`config.mk`:
```
export PLATFORM = sky130hd
export DESIGN_NAME = dom_rst_ctrl
export DESIGN_NICKNAME = d
export VERILOG_FILES = /design/src/rtl/dom_rst_pkg.sv /design/src/rtl/dom_rst_regs.sv /design/src/rtl/dom_rst_trig.sv /design/src/rtl/dom_rst_fsm.sv /design/src/rtl/dom_rst_ctrl.sv
export SDC_FILE = /design/constraint.sdc
export NUM_CORES = 1
export LEC_CHECK = 0
export BUFFER_PORTS_ARGS = -buffer_cell sky130_fd_sc_hd__buf_4
export CAP_MARGIN = 20
export CORE_MARGIN = 2
export CORE_UTILIZATION = 39
export CTS_BUF_LIST = sky130_fd_sc_hd__clkbuf_16
export CTS_CLUSTER_DIAMETER = 60
export CTS_CLUSTER_SIZE = 12
export DETAILED_ROUTE_END_ITERATION = 6
export PLACE_DENSITY_LB_ADDON = 0.12
export SLEW_MARGIN = 20
export SYNTH_ARGS = -nofsm -noshare
export SYNTH_HDL_FRONTEND = slang
export SYNTH_SLANG_ARGS = --single-unit
```
`constraint.sdc`:
```
create_clock -name clk -period 3.5 [get_ports clk]
set_clock_uncertainty 0.15 [all_clocks]
set_input_delay 0.875 -clock clk [delete_from_list [all_inputs] [get_ports clk]]
set_output_delay 0.875 -clock clk [all_outputs]
set_load 0.05 [all_outputs]
```
`src/rtl/dom_rst_pkg.sv`:
```
package dom_rst_pkg;

    localparam int DATA_W   = 32;
    localparam int KEY_W    = 4;

    localparam int WKEY_LSB = 0;
    localparam int PKEY_LSB = 4;
    localparam int SEC_BIT  = 16;
    localparam int ERR_BIT  = 17;
    localparam int BLK_BIT  = 18;

    localparam logic [KEY_W-1:0] KEY_IDLE = '1;

    typedef enum logic [1:0] {
        ST_IDLE      = 2'd0,
        ST_WARM_PEND = 2'd1,
        ST_WARM_FIRE = 2'd2,
        ST_COLD_FIRE = 2'd3
    } rst_state_e;

    typedef struct packed {
        logic             blk;
        logic             err_off;
        logic             sec_off;
        logic [KEY_W-1:0] por_key;
        logic [KEY_W-1:0] warm_key;
    } ctl_fields_t;

    localparam ctl_fields_t FIELD_DEFAULTS = '{
        blk:      1'b0,
        err_off:  1'b1,
        sec_off:  1'b0,
        por_key:  KEY_IDLE,
        warm_key: KEY_IDLE
    };

endpackage

```
`src/rtl/dom_rst_regs.sv`:
```
module dom_rst_regs
    import dom_rst_pkg::*;
(
    input  logic              clk,
    input  logic              rst_n,
    input  logic              wr_en,
    input  logic              restore,
    input  ctl_fields_t       wr_fields,
    output ctl_fields_t       fields,
    output logic [DATA_W-1:0] rdata
);

    // Field storage: always-on reset, then restore on any issued domain reset
    always_ff @(posedge clk or negedge rst_n) begin
        if (!rst_n) begin
            fields <= FIELD_DEFAULTS;
        end else if (restore) begin
            fields <= FIELD_DEFAULTS;
        end else if (wr_en) begin
            fields <= wr_fields;
        end
    end

    // Read image; reserved positions stay zero
    always_comb begin
        rdata                             = '0;
        rdata[WKEY_LSB +: KEY_W]          = fields.warm_key;
        rdata[PKEY_LSB +: KEY_W]          = fields.por_key;
        rdata[SEC_BIT]                    = fields.sec_off;
        rdata[ERR_BIT]                    = fields.err_off;
        rdata[BLK_BIT]                    = fields.blk;
    end

endmodule

```
`src/rtl/dom_rst_trig.sv`:
```
module dom_rst_trig
    import dom_rst_pkg::*;
#(
    parameter logic [KEY_W-1:0] FIRE_KEY = 4'b0110
) (
    input  logic             wr_en,
    input  logic [KEY_W-1:0] wr_warm_key,
    input  logic [KEY_W-1:0] wr_por_key,
    input  logic             err_evt,
    input  logic             sec_req,
    input  logic             err_off,
    input  logic             sec_off,
    output logic             warm_key_hit,
    output logic             cold_req
);

    logic por_key_hit;
    logic err_hit;
    logic sec_hit;

    always_comb begin
        warm_key_hit = wr_en && (wr_warm_key == FIRE_KEY);
        por_key_hit  = wr_en && (wr_por_key == FIRE_KEY);
        err_hit      = err_evt && !err_off;
        sec_hit      = sec_req && !sec_off;
        cold_req     = por_key_hit || err_hit || sec_hit;
    end

endmodule

```
`src/rtl/dom_rst_fsm.sv`:
```
module dom_rst_fsm
    import dom_rst_pkg::*;
(
    input  logic       clk,
    input  logic       rst_n,
    input  logic       cold_req,
    input  logic       warm_key_hit,
    input  logic       blk,
    output logic       warm_fire,
    output logic       cold_fire,
    output logic       pend_irq
);

    rst_state_e state_q;
    rst_state_e state_nx;

    // State register
    always_ff @(posedge clk or negedge rst_n) begin
        if (!rst_n) begin
            state_q <= ST_IDLE;
        end else begin
            state_q <= state_nx;
        end
    end

    // Transitions
    always_comb begin
        state_nx = state_q;
        unique case (state_q)
            ST_IDLE: begin
                if (cold_req) begin
                    state_nx = ST_COLD_FIRE;
                end else if (warm_key_hit) begin
                    state_nx = ST_WARM_PEND;
                end
            end
            ST_WARM_PEND: begin
                if (cold_req) begin
                    state_nx = ST_COLD_FIRE;
                end else if (!blk) begin
                    state_nx = ST_WARM_FIRE;
                end
            end
            ST_WARM_FIRE: state_nx = ST_IDLE;
            ST_COLD_FIRE: state_nx = ST_IDLE;
            default:      state_nx = ST_IDLE;
        endcase
    end

    // Outputs (Moore)
    always_comb begin
        warm_fire = 1'b0;
        cold_fire = 1'b0;
        pend_irq  = 1'b0;
        unique case (state_q)
            ST_IDLE:      ;
            ST_WARM_PEND: pend_irq  = blk;
            ST_WARM_FIRE: warm_fire = 1'b1;
            ST_COLD_FIRE: cold_fire = 1'b1;
            default:      ;
        endcase
    end

endmodule

```
`src/rtl/dom_rst_ctrl.sv`:
```
module dom_rst_ctrl
    import dom_rst_pkg::*;
#(
    parameter logic [KEY_W-1:0] FIRE_KEY = 4'b0110
) (
    input  logic              clk,
    input  logic              rst_n,
    input  logic              bus_wr,
    input  logic [DATA_W-1:0] bus_wdata,
    output logic [DATA_W-1:0] bus_rdata,
    input  logic              err_evt,
    input  logic              sec_rst_req,
    output logic              warm_rst_req,
    output logic              cold_rst_req,
    output logic              pend_irq
);

    ctl_fields_t wr_fields;
    ctl_fields_t fields;
    logic        warm_key_hit;
    logic        cold_req;
    logic        restore;

    always_comb begin
        wr_fields.warm_key = bus_wdata[WKEY_LSB +: KEY_W];
        wr_fields.por_key  = bus_wdata[PKEY_LSB +: KEY_W];
        wr_fields.sec_off  = bus_wdata[SEC_BIT];
        wr_fields.err_off  = bus_wdata[ERR_BIT];
        wr_fields.blk      = bus_wdata[BLK_BIT];
        restore            = warm_rst_req || cold_rst_req;
    end

    dom_rst_regs i_regs (
        .clk       (clk),
        .rst_n     (rst_n),
        .wr_en     (bus_wr),
        .restore   (restore),
        .wr_fields (wr_fields),
        .fields    (fields),
        .rdata     (bus_rdata)
    );

    dom_rst_trig #(
        .FIRE_KEY (FIRE_KEY)
    ) i_trig (
        .wr_en        (bus_wr),
        .wr_warm_key  (wr_fields.warm_key),
        .wr_por_key   (wr_fields.por_key),
        .err_evt      (err_evt),
        .sec_req      (sec_rst_req),
        .err_off      (fields.err_off),
        .sec_off      (fields.sec_off),
        .warm_key_hit (warm_key_hit),
        .cold_req     (cold_req)
    );

    dom_rst_fsm i_fsm (
        .clk          (clk),
        .rst_n        (rst_n),
        .cold_req     (cold_req),
        .warm_key_hit (warm_key_hit),
        .blk          (fields.blk),
        .warm_fire    (warm_rst_req),
        .cold_fire    (cold_rst_req),
        .pend_irq     (pend_irq)
    );

endmodule

```
==> run metrics <==
clock power share=roughly 22%; Starting Density=approximately 41%; CTS clk-pin slew, worst paths=0.04 ns; H-tree levels=1; setup slack at placement=approximately 1.4 ns; share of the synthesized area in the top cell type=between 20 and 30%; Setup Buffers After CTS=0; antenna-violating nets left=0; Core ar.=between 1500 and 2000 µm²; VDD IR max=roughly 0.5 mV; cts bufs inserted=3; max_cap viols=0; initial antenna violation count=0; cell with the most instances after synthesis=buf_4; syn_area_per_cell=about 10 µm²; Cell Chain, Critical Path=and2_1, buf_4; sequential share of power=a little under a third; first-pass GRT wire length=between 2000 and 2500 µm; drt total wl=~1300 µm; Starting DRT DRC Count=9; post-route worst setup slack=around 1.2 ns; critical path's slowest cell=dfrtp_1; Ports=72; Arr. time, crit path=roughly 1.3 ns; combinational share of power=about 47%; via total after detailed routing=548; Root Buffer=clkbuf_16; vias in the first global route=between 400 and 500; Critical Path Start Type=register; Tot GR Track Use=between 10% and 20%; post-route setup TNS=0 ns; number of enable flip-flop cells after synthesis=0; Slew Limit Headroom=~66%; post-synthesis register bit count=13; Setup violations, final=0; clock sink count=13; Pins Over Slew Limit=0; main area contributors after synthesis=dfstp_2 (30%), buf_4 (23%), dfrtp_1 (13%); CP Capture Type=output pin; GRT overflow=0; Total Nets Final=approximately 140; Int Pwr=516 µW; CP Max Fanout=16; Hold WC Path Type=in -> async; hpwl dp=1000 µm; Buffers on Ports=29; ratio of final minimum period to clock period=around two thirds; DIE WIDTH=49.2 µm; Site Rows=16; cell count after placement=around 130; DR DRC count=0; DRT Pass-1 Iters=4; Die Area=between 2000 and 2500 µm²; Final min period=about 2.3 ns; Syn. warnings=0; area leader, netlist=dfstp_2; critical path class=reg -> out; Die Y=49.2 µm; Layout Cells excl Fill=130; Post-CTS Hold Buffers=0; # diodes=0; Netlist Area Pre-Place=about 800 µm²; Mapped Cells=78; sequential fraction of the synthesis area=42.2%; Leakage Power=between 0.5 and 0.6 nW; TritonCTS clock tree=yes; clock buffer depth=2; Final Hold Violating Endpoints=0; synth cell count leaders=buf_4 (24), dfstp_2 (9), a211o_1 (8), nor2b_1 (8), nor2_1 (5); Final GP Congestion=a little over 0.7; largest net degree at the start of global routing=22; mean number of vias per cell=around 4.2; cts repair resizes=0; RSZ-0062 raised after global routing=no; CP required=between 2 and 2.5 ns; FFs w/ async S/R, synth=100%; f_max=430 MHz; Yosys cell types=22; Clock Latency Late Sink=about 0.24 ns; Area Growth Syn to Fin=24.3%; run status=finished, final reports clean; pwr/cell area=between 900 and 1000 nW/µm²; actual slew at the worst max-slew pin=roughly 0.5 ns; Switch Pwr=between 400 and 500 µW; layout cells sized above 1=40.8%; sw frac=44.7%; Critical Path Max Stage Delay=about 0.65 ns; Avg WL per Cell=10.3 µm; ys flop type=dfstp_2
==> power groups by stage <==
stage	Clock, mW	Combinational, mW	Sequential, mW
after global placement	0	0.439	0.287
after CTS	0.213	0.443	0.287
final	0.208	0.439	0.285
after floorplan	0	0.274	0.376
after detailed placement	0	0.442	0.288
after global routing	0.219	0.462	0.299
==> metal layers <==
| metal | up-vias | global-route usage, % | wire length (µm) |
|---|---|---|---|
| met5 | - | 0 | 0 |
| met4 | 0 | 4.29 | 0 |
| met3 | 0 | 3.07 | 87 |
| met2 | 23 | 18.7 | 663 |
| met1 | 262 | 15.0 | 589 |
| li1 | 263 | - | - |
==> final timing paths <==
path | startpoint | end | slack [ns] | depth (start not counted)
worst max-delay path | i_fsm.state_q[1] | cold_rst_req | 1.18 | 2
max in group asynchronous | rst_n | i_regs.fields[4] | 2.64 | 1
worst min register to register | i_regs.fields[0] | i_regs.fields[0] | 0.35 | 2
worst max register to register | i_regs.fields[9] | i_fsm.state_q[0] | 2.33 | 3
min in group clk | i_regs.fields[0] | i_regs.fields[0] | 0.35 | 2
worst min-delay path | rst_n | i_regs.fields[8] | 0.32 | 1
==> critical path, delay by kind of cell (launching register included) <==
| kind | cells | cell delay (ns) |
|---|---|---|
| flip-flops | 1 | 0.65 |
| AND/OR/NAND/NOR | 1 | 0.21 |
| buffers and inverters | 1 | 0.20 |
==> logic make-up after synthesis <==
logic type / Yosys count / share of synthesized area [%]
AND/OR/NAND/NOR: 21 / 15.2
buffers and inverters: 29 / 27.0
AO/OA/AOI/OAI: 12 / 12.6
flip-flops: 13 / 42.2
other: 1 / 0.471
multiplexers: 2 / 2.51
==> final cells by class <==
type	instances	area [µm²]
Fill cell	198	951
Sequential cell	13	337
Multi-Input combinational cell	56	320
Timing Repair Buffer	29	218
Clock buffer	3	75.1
Tap cell	27	33.8
Clock inverter	1	3.75
Inverter	1	3.75
==> metrics by stage <==
step | instance area, µm² | util, % | hold WS (ns) | power [mW]
2_1_floorplan | 872 | - | 0.361 | 0.650
3_3_place_gp | 912 | 47.0 | 0.345 | 0.726
3_5_place_dp | 912 | 47.0 | 0.356 | 0.730
4_1_cts | 991 | 51.0 | 0.329 | 0.943
5_1_grt | 991 | 51.0 | 0.330 | 0.980
6_report | 991 | 51.0 | 0.323 | 0.933
==> flip-flops by register name (all words and copies together) (netlist names) <==
signal and flops:
i_regs.fields 11, i_fsm.state_q 2
==> cell usage in the layout, fill, tap and decap left out, drive strengths merged <==
cell type,n
nand4b,1
a21oi,1
nand4,1
mux2i,2
nand2b,2
a31oi,1
dfstp,9
nor2,5
nand2,1
conb,21
nor2b,8
dfrtp,4
o221a,1
and2b,2
buf,29
and2,1
o21bai,1
inv,2
a211o,8
clkbuf,3
Note: power is estimated with default switching activity, not from simulation.
